**src/rtl/idx_ea_pkg.sv**
```systemverilog
package idx_ea_pkg;
  localparam int AW    = 16;
  localparam int BW    = 8;
  localparam int NBASE = 4;
  localparam int SELW  = $clog2(NBASE);

  typedef enum logic [2:0] {
    ADD_ZERO, ADD_C5, ADD_A, ADD_B, ADD_D, ADD_OFS, ADD_EXT
  } add_e;

  typedef enum logic [2:0] {
    WB_NONE, WB_INC1, WB_INC2, WB_DEC1, WB_DEC2
  } wb_e;

  typedef struct packed {
    logic       illegal;
    logic [1:0] nbytes;
    logic       indirect;
    logic       pc_rel;
    add_e       add;
    wb_e        wb;
  } dec_t;

  function automatic logic [AW-1:0] sext_byte(input logic [BW-1:0] v);
    return {{(AW-BW){v[BW-1]}}, v};
  endfunction

  function automatic logic [AW-1:0] sext_five(input logic [4:0] v);
    return {{(AW-5){v[4]}}, v};
  endfunction

  // New base register value after the auto step
  function automatic logic [AW-1:0] step_base(input logic [AW-1:0] b, input wb_e w);
    case (w)
      WB_INC1: return b + AW'(1);
      WB_INC2: return b + AW'(2);
      WB_DEC1: return b - AW'(1);
      WB_DEC2: return b - AW'(2);
      default: return b;
    endcase
  endfunction

  // Pre-decrement modes address with the new value, others with the old one
  function automatic logic [AW-1:0] auto_addr(input logic [AW-1:0] b, input wb_e w);
    if (w == WB_DEC1 || w == WB_DEC2) return step_base(b, w);
    return b;
  endfunction
endpackage

```
**src/rtl/idx_decode.sv**
```systemverilog
module idx_decode
  import idx_ea_pkg::*;
(
  input  logic [7:0] pb,
  output dec_t       dec
);
  logic [3:0] mode;
  logic       ind;
  assign mode = pb[3:0];
  assign ind  = pb[4];

  always_comb begin
    dec = '{illegal: 1'b0, nbytes: 2'd0, indirect: 1'b0, pc_rel: 1'b0,
            add: ADD_ZERO, wb: WB_NONE};
    if (!pb[7]) begin
      dec.add = ADD_C5;
    end else begin
      dec.indirect = ind;
      case (mode)
        4'b0000: begin dec.wb = WB_INC1; dec.illegal = ind; end
        4'b0001: dec.wb = WB_INC2;
        4'b0010: begin dec.wb = WB_DEC1; dec.illegal = ind; end
        4'b0011: dec.wb = WB_DEC2;
        4'b0100: dec.add = ADD_ZERO;
        4'b0101: dec.add = ADD_B;
        4'b0110: dec.add = ADD_A;
        4'b1011: dec.add = ADD_D;
        4'b1000: begin dec.add = ADD_OFS; dec.nbytes = 2'd1; end
        4'b1001: begin dec.add = ADD_OFS; dec.nbytes = 2'd2; end
        4'b1100: begin dec.add = ADD_OFS; dec.nbytes = 2'd1; dec.pc_rel = 1'b1; end
        4'b1101: begin dec.add = ADD_OFS; dec.nbytes = 2'd2; dec.pc_rel = 1'b1; end
        4'b1111: begin
          if (pb[6:4] == 3'b001) begin
            dec.add = ADD_EXT; dec.nbytes = 2'd2;
          end else begin
            dec.illegal = 1'b1;
          end
        end
        default: dec.illegal = 1'b1;
      endcase
      if (dec.illegal) begin
        dec.nbytes = 2'd0; dec.wb = WB_NONE; dec.indirect = 1'b0;
      end
    end
  end
endmodule

```
**src/rtl/idx_base_sel.sv**
```systemverilog
module idx_base_sel
  import idx_ea_pkg::*;
(
  input  logic [NBASE*AW-1:0] regs_flat,
  input  logic [SELW-1:0]     sel,
  output logic [AW-1:0]       base
);
  logic [AW-1:0] bank [NBASE];

  for (genvar g = 0; g < NBASE; g++) begin : g_slice
    assign bank[g] = regs_flat[g*AW +: AW];
  end

  assign base = bank[sel];
endmodule

```
**src/rtl/idx_ea_adder.sv**
```systemverilog
module idx_ea_adder
  import idx_ea_pkg::*;
(
  input  dec_t           dec,
  input  logic [AW-1:0]  base,
  input  logic [AW-1:0]  pc,
  input  logic [BW-1:0]  acc_a,
  input  logic [BW-1:0]  acc_b,
  input  logic [4:0]     c5,
  input  logic [AW-1:0]  ofs,
  output logic [AW-1:0]  inter,
  output logic [AW-1:0]  wb_val
);
  logic [AW-1:0] root;
  logic [AW-1:0] addend;

  assign root = dec.pc_rel ? pc : auto_addr(base, dec.wb);

  always_comb begin
    case (dec.add)
      ADD_C5:  addend = sext_five(c5);
      ADD_A:   addend = sext_byte(acc_a);
      ADD_B:   addend = sext_byte(acc_b);
      ADD_D:   addend = {acc_a, acc_b};
      ADD_OFS: addend = ofs;
      default: addend = '0;
    endcase
  end

  assign inter  = (dec.add == ADD_EXT) ? ofs : root + addend;
  assign wb_val = step_base(base, dec.wb);
endmodule

```
**src/rtl/idx_ea_unit.sv**
```systemverilog
module idx_ea_unit
  import idx_ea_pkg::*;
(
  input  logic          clk,
  input  logic          rst_n,
  input  logic          start,
  input  logic [7:0]    postbyte,
  input  logic [15:0]   reg_x,
  input  logic [15:0]   reg_y,
  input  logic [15:0]   reg_u,
  input  logic [15:0]   reg_s,
  input  logic [7:0]    acc_a,
  input  logic [7:0]    acc_b,
  input  logic [15:0]   pc_in,
  output logic          mem_req,
  output logic [15:0]   mem_addr,
  input  logic          mem_valid,
  input  logic [7:0]    mem_data,
  output logic          done,
  output logic [15:0]   ea,
  output logic          illegal,
  output logic [15:0]   pc_out,
  output logic          wb_en,
  output logic [1:0]    wb_sel,
  output logic [15:0]   wb_val
);
  typedef enum logic [2:0] {
    S_IDLE, S_OFS1, S_OFS2, S_CALC, S_PTR1, S_PTR2, S_FIN
  } st_e;

  st_e           state;
  logic [7:0]    pb_q;
  logic [AW-1:0] base_q, pc_q, ofs_q, inter_q, ea_q, wbv_q;
  logic [BW-1:0] a_q, b_q;

  logic [7:0]    pb_sel;
  dec_t          dec;
  logic [AW-1:0] base_now, inter_c, wbv_c;

  // named internal events
  logic accept_ev, byte_ev, finish_ev;

  assign pb_sel    = (state == S_IDLE) ? postbyte : pb_q;
  assign accept_ev = (state == S_IDLE) && start;
  assign byte_ev   = mem_req && mem_valid;
  assign finish_ev = (state == S_FIN);

  idx_decode u_dec (.pb(pb_sel), .dec(dec));

  idx_base_sel u_base (
    .regs_flat({reg_s, reg_u, reg_y, reg_x}),
    .sel(pb_sel[6:5]),
    .base(base_now)
  );

  idx_ea_adder u_add (
    .dec(dec), .base(base_q), .pc(pc_q), .acc_a(a_q), .acc_b(b_q),
    .c5(pb_q[4:0]), .ofs(ofs_q), .inter(inter_c), .wb_val(wbv_c)
  );

  always_ff @(posedge clk or negedge rst_n) begin
    if (!rst_n) begin
      state   <= S_IDLE;
      pb_q    <= '0;
      base_q  <= '0;
      pc_q    <= '0;
      ofs_q   <= '0;
      inter_q <= '0;
      ea_q    <= '0;
      wbv_q   <= '0;
      a_q     <= '0;
      b_q     <= '0;
    end else begin
      case (state)
        S_IDLE: if (start) begin
          pb_q   <= postbyte;
          base_q <= base_now;
          pc_q   <= pc_in;
          a_q    <= acc_a;
          b_q    <= acc_b;
          ofs_q  <= '0;
          if (dec.illegal)          state <= S_FIN;
          else if (dec.nbytes != 0) state <= S_OFS1;
          else                      state <= S_CALC;
        end
        S_OFS1: if (byte_ev) begin
          pc_q <= pc_q + AW'(1);
          if (dec.nbytes == 2'd2) begin
            ofs_q[AW-1:BW] <= mem_data;
            state          <= S_OFS2;
          end else begin
            ofs_q <= sext_byte(mem_data);
            state <= S_CALC;
          end
        end
        S_OFS2: if (byte_ev) begin
          pc_q         <= pc_q + AW'(1);
          ofs_q[BW-1:0] <= mem_data;
          state        <= S_CALC;
        end
        S_CALC: begin
          inter_q <= inter_c;
          wbv_q   <= wbv_c;
          ea_q    <= inter_c;
          state   <= dec.indirect ? S_PTR1 : S_FIN;
        end
        S_PTR1: if (byte_ev) begin
          ea_q[AW-1:BW] <= mem_data;
          state         <= S_PTR2;
        end
        S_PTR2: if (byte_ev) begin
          ea_q[BW-1:0] <= mem_data;
          state        <= S_FIN;
        end
        default: state <= S_IDLE;
      endcase
    end
  end

  always_comb begin
    case (state)
      S_OFS1, S_OFS2: mem_addr = pc_q;
      S_PTR1:         mem_addr = inter_q;
      S_PTR2:         mem_addr = inter_q + AW'(1);
      default:        mem_addr = '0;
    endcase
  end

  assign mem_req = (state == S_OFS1) || (state == S_OFS2) ||
                   (state == S_PTR1) || (state == S_PTR2);
  assign done    = finish_ev;
  assign illegal = finish_ev && dec.illegal;
  assign ea      = ea_q;
  assign pc_out  = pc_q;
  assign wb_en   = finish_ev && !dec.illegal && (dec.wb != WB_NONE);
  assign wb_sel  = pb_q[6:5];
  assign wb_val  = wbv_q;


  done_pulse_chk: assert property (@(posedge clk) disable iff (!rst_n)
    done |=> !done);

  req_hold_chk: assert property (@(posedge clk) disable iff (!rst_n)
    (mem_req && !mem_valid) |=> (mem_req && $stable(mem_addr)));

  wb_in_done_chk: assert property (@(posedge clk) disable iff (!rst_n)
    wb_en |-> (done && !illegal));

  illegal_no_mem_chk: assert property (@(posedge clk) disable iff (!rst_n)
    illegal |-> (!$past(mem_req) && !wb_en));

  start_to_busy_chk: assert property (@(posedge clk) disable iff (!rst_n)
    accept_ev |=> !accept_ev);
endmodule

```
**config.mk**
```make
export PLATFORM = sky130hd
export DESIGN_NAME = idx_ea_unit
export DESIGN_NICKNAME = d
export VERILOG_FILES = /design/src/rtl/idx_ea_pkg.sv /design/src/rtl/idx_decode.sv /design/src/rtl/idx_base_sel.sv /design/src/rtl/idx_ea_adder.sv /design/src/rtl/idx_ea_unit.sv
export SDC_FILE = /design/constraint.sdc
export NUM_CORES = 1
export LEC_CHECK = 0
export ABC_AREA = 0
export BUFFER_PORTS_ARGS = -buffer_cell sky130_fd_sc_hd__buf_4
export CAP_MARGIN = 20
export CORE_UTILIZATION = 55
export DETAILED_ROUTE_END_ITERATION = 8
export PLACE_DENSITY = 0.77
export SLEW_MARGIN = 20
export SYNTH_ARGS = -nofsm -noshare
export SYNTH_HDL_FRONTEND = slang
export SYNTH_SLANG_ARGS = --single-unit
```
**constraint.sdc**
```tcl
create_clock -name clk -period 13.06 [get_ports clk]
set_clock_uncertainty 0.2 [all_clocks]
set_input_delay 2.612 -clock clk [delete_from_list [all_inputs] [get_ports clk]]
set_output_delay 2.612 -clock clk [all_outputs]
set_load 0.02 [all_outputs]
```
==> metrics.txt, run 1 <==
Yosys Warn Count=0; total power=3840 uW; most frequent cells in the layout=197 x buf_4, 148 x nand2_1, 125 x o21ai_0; outcome=complete, no violations; HP Class=flop to flop; Lkg Pwr=0.00519 uW; Area Overhead vs Synth=22.4%; post-CTS setup buffer count=0; ANT cells=0; Slew HR=0.242; GRT Resource Usage Total=0.354; clk sink count=123; vias in the first global route=9281; total CTS buffers=17; routability cong.=0.980; max-cap viol count=0; Final period util=0.665; layout cells sized above 1=0.245; largest net degree at the start of global routing=75; Worst VDD drop=0.000148 V; worst r2r path cells=26; Cell Area, Synth=0.00956 sq mm; crit path max fanout=16; Clock Latency Late Sink=0.44 ns; ANT nets after route=0; Max Slew Vio Count=0; class of the most critical setup path=primary input to flop; TritonCTS clock tree=done; Post-Syn Nets=1280; Hold Path Sink=wb_val[5]; core footprint=0.0168 sq mm; post-synth cell types=77; critical path capture point type=flop; fmax=0.115 GHz; worst hold path depth=2; IO Count=186; clk root buf=clkbuf_16; hold_ws=0.286 ns; drt total wl=30.9 mm; CP required=13.15 ns; H-tree levels=4; Die Width=134 um; Fin. Hold Viols=0; min Tclk post-route=8.68 ns; pre-CTS WS=4.06 ns; CTS resizes=0; Worst Setup Start Kind=primary input; WL/cell=20.6 um; TritonRoute pass-1 iters=6; slowest cell on the critical path=a2111oi_0; min-delay src=wb_val[5]; final worst slack=4.38 ns; num rows=47; final net count=1434; DP HPWL=23.2 mm; share of the yosys chip area belonging to registers=0.322; PD cells=328 mW/mm^2; hold buffers post-CTS=0; initial drt markers=868; Die ar.=0.0179 sq mm; post-synthesis average cell area=8.56 sq um; via-per-instance ratio=6.32; Main synth FF type=dfrtp_1; Starting Density=0.570; clock tree buffer depth=2; reg-to-reg slack, setup=5.23 ns; grt ovf=0; die height=134 um; EDFF count, synth=0; vias=9508; cell count after synthesis=1117; worst-margin pin slew=1.14 ns; initial antenna violation count=0; crit path DAT=8.77 ns; CTS clk-pin slew, worst paths=0.06 ns; Finish-stage setup viols=0; reg-to-reg startpoint=state[2]; commonest non-fill, non-tap cell in the layout=buf_4; unrepaired setup endpoints after global routing=false; ys async rst share=1.00; FF+latch count, synth=123; # port buffers=185; DRC=0; first-pass GRT wire length=49.0 mm; setup TNS=0 ns; R2R Path End=ea[15]; Worst path max stage delay=0.62 ns
through the flow:
step	util	std cells	cell area [sq um]
after global routing	0.698	1504	11700
after CTS	0.697	1503	11700
after floorplan	-	1117	9560
after detailed placement	0.661	1471	11100
after global placement	0.661	1471	11100
final	0.698	1504	11700
where the power goes:
| part | internal (uW) | leakage, uW | switching (uW) |
|---|---|---|---|
| combinational | 1040 | 0.00342 | 1450 |
| clock | 298 | 0.000293 | 193 |
| sequential | 569 | 0.00147 | 294 |
| total | 1900 | 0.00519 | 1930 |
worst max path at each step:
| stage | start | end | slack [ns] | cells past startpoint |
|---|---|---|---|---|
| after global placement | postbyte[0] | ea[15] | 4.21 | 27 |
| after detailed placement | postbyte[0] | ea[15] | 4.06 | 27 |
| after global routing | postbyte[0] | ea[15] | 3.83 | 27 |
| after floorplan | postbyte[0] | ea[15] | 4.79 | 27 |
| after CTS | postbyte[0] | ea[15] | 4.45 | 27 |
| final | postbyte[0] | ea[15] | 4.38 | 27 |
per-layer routing:
layer	up-vias	track usage	wire length, um
met3	94	0.0718	2550
li1	4419	-	-
met2	521	0.596	14800
met4	0	0.170	1400
met5	-	0	0
met1	4474	0.436	12100
kinds of logic after synthesis:
logic type      Yosys count  share of synthesized area
compound gates          377                      0.241
fa+ha+maj                47                     0.0639
simple gates            344                      0.169
mux                      89                      0.120
xor+xnor                 52                     0.0476
flops                   123                      0.322
buf+inv                  85                     0.0360
critical path: cells and delay by family:
| kind | cells | cell delay [ns] |
|---|---|---|
| AOI/OAI and AO/OA | 11 | 2.81 |
| and+or+nand+nor | 8 | 1.52 |
| buffers and inverters | 3 | 0.80 |
| adders and majority gates | 2 | 0.58 |
| xor gates and xnor gates | 2 | 0.31 |
| muxes | 1 | 0.13 |
registers in the layout, summed over array words and instances, names as in the netlist:
name	flops
base_q	16
ea	16
inter_q	16
ofs_q	16
pc_out	16
wb_val	16
a_q	8
b_q	8
pb_q	8
state	3
cell usage after synthesis (all sizes together), types with 16 or more instances:
cell	number	share of area
ha	44	0.058
xor2	17	0.016
nor2	82	0.033
inv	21	0.0082
dfrtp	123	0.32
mux2	42	0.049
o22ai	19	0.013
mux2i	31	0.033
nand3	17	0.0089
clkbuf	48	0.019
mux4	16	0.038
o21ai	130	0.068
nand2	148	0.058
a21o	18	0.014
xnor2	35	0.032
a21oi	108	0.057
cell type report:
class	count	area [sq um]
multi-input combinational	909	6170
fill	1372	5060
sequential	123	3080
timing repair buffer	198	1490
clock buffer	20	467
tap	220	275
clock inverter	12	138
inverter	22	82.6
(Power assumes the default switching activity.)
==> run 2, diff against run 1 <==
clock period = 9.1 ns   (was 13.06 ns; I/O delays follow)
==> metrics.txt, run 2 (synthesized netlist as in run 1, its figures left out) <==
IO Count=186 (unchanged); critical path capture point type=flop; GRT Resource Usage Total=0.350 (-0.00414); R2R Path End=ea[15]; setup TNS=0 ns (unchanged); Clock Latency Late Sink=0.43 ns (about the same); TritonRoute pass-1 iters=8 (+2); die height=134 um (unchanged); total power=5470 uW (+43%); max-cap viol count=0 (unchanged); min Tclk post-route=7.52 ns; final worst slack=1.58 ns (-2.80 ns); final net count=1436 (+0.14%); Setup crit start=postbyte[0]; total CTS buffers=17 (unchanged); routability cong.=0.969 (-1.2%); worst-margin pin slew=1.12 ns (-0.0193 ns); pre-CTS WS=1.22 ns (-2.84 ns); H-tree levels=4 (unchanged); Finish-stage setup viols=0 (unchanged); fmax=0.133 GHz; CTS clk-pin slew, worst paths=0.06 ns (about the same); unrepaired setup endpoints after global routing=false; vias in the first global route=9137 (-1.6%); Starting Density=0.570 (unchanged); core footprint=0.0168 sq mm (unchanged); crit path DAT=7.61 ns (-1.16 ns); layout cells sized above 1=0.246 (+0.000396); Worst setup endpoint=ea[15]; initial drt markers=837 (-3.6%); WL/cell=20.3 um (-1.0%); Max Slew Vio Count=0 (unchanged); CTS resizes=0 (unchanged); reg-to-reg startpoint=state[2]; reg-to-reg slack, setup=1.69 ns (-3.54 ns); CP required=9.19 ns (-3.96 ns); drt total wl=30.6 mm (-0.91%); # port buffers=185 (unchanged); vias=9483 (-0.26%); Worst VDD drop=0.000215 V (+45%); Slew HR=0.254 (+0.0129); HP Class=flop to flop; hold buffers post-CTS=0 (unchanged); Die ar.=0.0179 sq mm (unchanged); Die Width=134 um (unchanged); grt ovf=0 (unchanged); clk root buf=clkbuf_16; worst r2r path cells=26 (unchanged); ANT cells=0 (unchanged); crit path max fanout=15 (-1); TritonCTS clock tree=done; Final period util=0.826; most frequent cells in the layout=198 x buf_4, 148 x nand2_1, 125 x o21ai_0; DP Cell Count=1472 (+0.068%); post-CTS setup buffer count=0 (unchanged); Lkg Pwr=0.00518 uW (about the same); DP HPWL=23.3 mm (+0.29%); ANT nets after route=0 (unchanged); largest net degree at the start of global routing=76 (+1.3%); Area Overhead vs Synth=22.4% (about the same); non-filler cells, final=1506 (+0.13%); PD cells=468 mW/mm^2 (+43%); Worst Setup Start Kind=primary input; Fin. Hold Viols=0 (unchanged); initial antenna violation count=0 (unchanged); clock tree buffer depth=2 (unchanged); fillers=1381 (+0.66%); num rows=47 (unchanged); utilization after layout=0.698 (about the same); first-pass GRT wire length=48.5 mm (-1.1%); outcome=complete, no violations; class of the most critical setup path=primary input to flop; clk sink count=123 (unchanged); via-per-instance ratio=6.30 (-0.40%); commonest non-fill, non-tap cell in the layout=buf_4; DRC=0 (unchanged)
==> run 2: cell types whose count changed in the layout (fill, tap and decap cells not counted), sizes merged <==
| cell | change |
|---|---|
| clkinv | -3 |
| clkbuf | -1 |
| inv | +3 |
| clkinvlp | +2 |
| buf | +2 |
| bufinv | -1 |
==> run 2: per-stage QoR <==
step	hold WS, ns	cell area, sq um
after floorplan	0.259	9560
after global placement	0.269	11100
after detailed placement	0.274	11100
after CTS	0.287	11700
after global routing	0.312	11700
final	0.283	11700
==> run 2: critical path, stage by stage <==
cell,delay [ns]
buf_4,0.16
nand2b_1,0.12
mux2i_1,0.13
or4_1,0.61
nor2_2,0.36
nand2_1,0.16
inv_1,0.08
buf_4,0.22
ha_1,0.28
a211oi_1,0.26
nor2_1,0.11
o21a_1,0.17
nor2_1,0.11
xnor2_1,0.07
a21oi_1,0.19
nor3_1,0.07
a21oi_1,0.13
o21ai_0,0.10
ha_1,0.24
a2111oi_0,0.66
o31ai_1,0.24
o311ai_0,0.42
a31oi_1,0.17
xnor2_1,0.23
nor3_1,0.10
o311ai_2,0.30
o211ai_1,0.13
==> run 2: per-layer routing <==
metal	wire length (um)	global-route usage	up-vias
li1	-	-	4418
met1	12200	0.447	4478
met2	14800	0.586	499
met3	2220	0.0431	88
met4	1430	0.180	0
met5	0	0	-
==> run 2: area by class of cell <==
| type | count | area, sq um | share of cell area |
|---|---|---|---|
| Inverter | 22 | 82.6 | 0.00706 |
| Tap cell | 220 | 275 | 0.0235 |
| Timing Repair Buffer | 200 | 1520 | 0.130 |
| Multi-Input combinational cell | 909 | 6160 | 0.527 |
| Clock buffer | 19 | 453 | 0.0387 |
| Clock inverter | 13 | 130 | 0.0111 |
| Sequential cell | 123 | 3080 | 0.263 |
==> run 2: worst min-delay path by stage <==
stage | startpoint | endpoint | slack [ns] | depth (start not counted)
2_1_floorplan | inter_q[15] | inter_q[15] | 0.26 | 2
3_3_place_gp | wb_val[5] | wb_val[5] | 0.27 | 2
3_5_place_dp | wb_val[4] | wb_val[4] | 0.27 | 2
4_1_cts | wb_val[4] | wb_val[4] | 0.29 | 2
5_1_grt | wb_val[4] | wb_val[4] | 0.31 | 2
6_report | wb_val[4] | wb_val[4] | 0.28 | 2
==> run 2: where the power goes <==
group / internal (uW) / total (uW) / switching [uW]
Sequential: 817 / 1240 / 421
Clock: 396 / 679 / 283
Combinational: 1490 / 3560 / 2070
==> run 3, diff against run 2 <==
ABC_AREA = 1   (was 0)
PLACE_DENSITY = 0.76   (was 0.77)
clock period = 7.7 ns   (was 9.1 ns; I/O delays follow)
==> metrics.txt, run 3 <==
max-cap viol count=0 (unchanged); H-tree levels=4 (unchanged); crit path max fanout=14 (-1); TritonCTS clock tree=done; clk sink count=123 (unchanged); Die Width=135 um (+0.56%); final worst slack=0.923 ns (-0.657 ns); Worst path most repeated cell=o21ai_0; Final period util=0.880; total CTS buffers=17 (unchanged); CTS clk-pin slew, worst paths=0.06 ns (about the same); area of the multi-input gates=0.00576 sq mm (-6.5%); FF+latch count, synth=123 (unchanged); pre-CTS WS=0.523 ns (-0.699 ns); # port buffers=185 (unchanged); Area Overhead vs Synth=22.1%; drt total wl=31.9 mm (+4.3%); Post-Syn Nets=1560 (+22%); Finish-stage setup viols=0 (unchanged); post-synth top area share=0.318 (-0.00362); Yosys Warn Count=0 (unchanged); PD cells=491 mW/mm^2 (+5.0%); Cell Area, Synth=0.00967 sq mm (+1.1%); most frequent cells in the layout=358 x nand2_1, 196 x buf_4, 145 x inv_1; post-CTS setup buffer count=0 (unchanged); DP HPWL=24.7 mm (+6.0%); Die ar.=0.0181 sq mm (+1.1%); register area=0.00308 sq mm (unchanged); largest net degree at the start of global routing=67 (-12%); DRC=0 (unchanged); Starting Density=0.561 (-0.00946); clk root buf=clkbuf_16; clock tree buffer depth=2 (unchanged); leading cell type by number of instances after synthesis=nand2_1; Worst path max stage delay=0.38 ns (-0.28 ns); TritonRoute pass-1 iters=9 (+1); CP required=7.79 ns (-1.40 ns); Global Route met3 Usage=0.0631 (+0.0200); Clock Latency Late Sink=0.44 ns (about the same); layout cells sized above 1=0.175 (-0.0703); total power=5800 uW (+5.9%); final net count=1718 (+20%); share of the yosys chip area belonging to registers=0.318 (-0.00362); initial drt markers=985 (+18%); post-synthesis average cell area=6.92 sq um (-19%); unrepaired setup endpoints after global routing=false; core footprint=0.0172 sq mm (+2.8%); vias=10500 (+10%); cell taking the most area after synthesis=dfrtp_1; setup TNS=0 ns (unchanged); class of the most critical setup path=primary input to flop; critical path capture point type=flop; die height=135 um (+0.56%); initial antenna violation count=0 (unchanged); min Tclk post-route=6.78 ns; GRT Resource Usage Total=0.359 (+0.00878); met1 usage=0.472 (+0.0249); Fin. Hold Viols=0 (unchanged); vias in the first global route=9700 (+6.2%); Worst Setup Start Kind=primary input; fmax=0.148 GHz; EDFF count, synth=0 (unchanged); synth top area cells=dfrtp_1 32%, nand2_1 14%, o21ai_0 7.4%; utilization after layout=0.685 (-0.0134); outcome=complete, no violations; HP Class=flop to flop; commonest non-fill, non-tap cell in the layout=nand2_1; num rows=48 (+2.1%); via-per-instance ratio=5.84 (-7.3%); ANT cells=0 (unchanged); crit path DAT=6.87 ns (-0.74 ns); Slew HR=0.381 (+0.126); fillers=1478 (+7.0%); first-pass GRT wire length=50.0 mm (+3.3%); worst-margin pin slew=0.922 ns (-0.197 ns); CTS resizes=0 (unchanged); post-synth cell types=57 (-26%); Lkg Pwr=0.00597 uW (+15%); slowest cell on the critical path=inv_1; hold buffers post-CTS=0 (unchanged); routability cong.=0.967 (-0.20%); cell count after synthesis=1397 (+25%); commonest cells in the netlist=358 x nand2_1, 145 x inv_1, 143 x o21ai_0, 123 x dfrtp_1, 119 x nor2_1; met2 Use GR=0.588 (+0.00201); Main synth FF type=dfrtp_1; IO Count=186 (unchanged); gr busiest metal=met2; WL/cell=17.8 um (-12%); Max Slew Vio Count=0 (unchanged); grt ovf=0 (unchanged); ANT nets after route=0 (unchanged); ys async rst share=1.00 (unchanged); Worst VDD drop=0.000273 V (+27%)
[run 3: changes by cell type in the layout (fill, tap and decap cells not counted), sizes merged, moves of 16 or more]
cell	change
xnor2	-27
a21oi	-21
mux2i	-29
o21ai	+27
nor2	+47
mux4	-16
mux2	-41
o221ai	+17
nand2	+223
inv	+136
nand3	+74
[run 3: final timing paths]
kind                             start           to  slack [ns]  cells after the start
setup reg to reg              state[1]  inter_q[14]        1.20                     34
hold / removal               wb_val[0]    wb_val[0]        0.28                      2
hold reg to reg              wb_val[0]    wb_val[0]        0.28                      2
min in group asynchronous        rst_n        ea[7]        0.95                      1
setup / recovery           postbyte[7]  inter_q[14]        0.92                     34
max in group asynchronous        rst_n    wb_val[7]        5.01                      2
[run 3: critical path: cells and delay by family]
kind / cells / cell delay (ns)
AOI/OAI and AO/OA: 14 / 2.51
xor gates and xnor gates: 1 / 0.15
adders and majority gates: 2 / 0.62
buffers and inverters: 5 / 0.85
muxes: 1 / 0.10
and+or+nand+nor: 11 / 1.10
[run 3: area by class of cell]
cell class	count	area share
well taps	225	0.0238
multi-input cells	1062	0.488
clock buffers	17	0.0360
inverters	155	0.0493
flip-flops and latches	123	0.261
repair buffers	196	0.125
clock inverters	15	0.0171
[run 3: cell families (layout without fill, tap and decap cells)]
logic type	count (synthesis)	in the layout	share of synthesized area
AND/OR/NAND/NOR	620	620	0.277
AO/OA/AOI/OAI	362	362	0.226
buffers and inverters	212	383	0.0858
flip-flops	123	123	0.318
adder cells (fa/ha/maj)	47	47	0.0631
XOR/XNOR	30	30	0.0272
multiplexers	3	3	0.00323
[run 3: through the flow]
stage	instances	cell area, sq um	hold WS, ns
floorplan	1397	9670	0.249
global placement	1761	11200	0.267
detailed placement	1761	11200	0.270
CTS	1793	11800	0.288
global route	1793	11800	0.304
finish	1793	11800	0.282
[run 3: power breakdown]
part / leakage (uW) / total [uW] / switching, uW / internal [uW]
sequential: 0.00153 / 1250 / 308 / 944
combinational: 0.00413 / 3670 / 2420 / 1250
clock: 0.000311 / 875 / 352 / 523
[run 3: metal layers]
metal / vias up / wire length (um)
met5: - / 0
met4: 0 / 1280
met3: 100 / 2400
met2: 523 / 14700
met1: 4809 / 13600
li1: 5039 / -
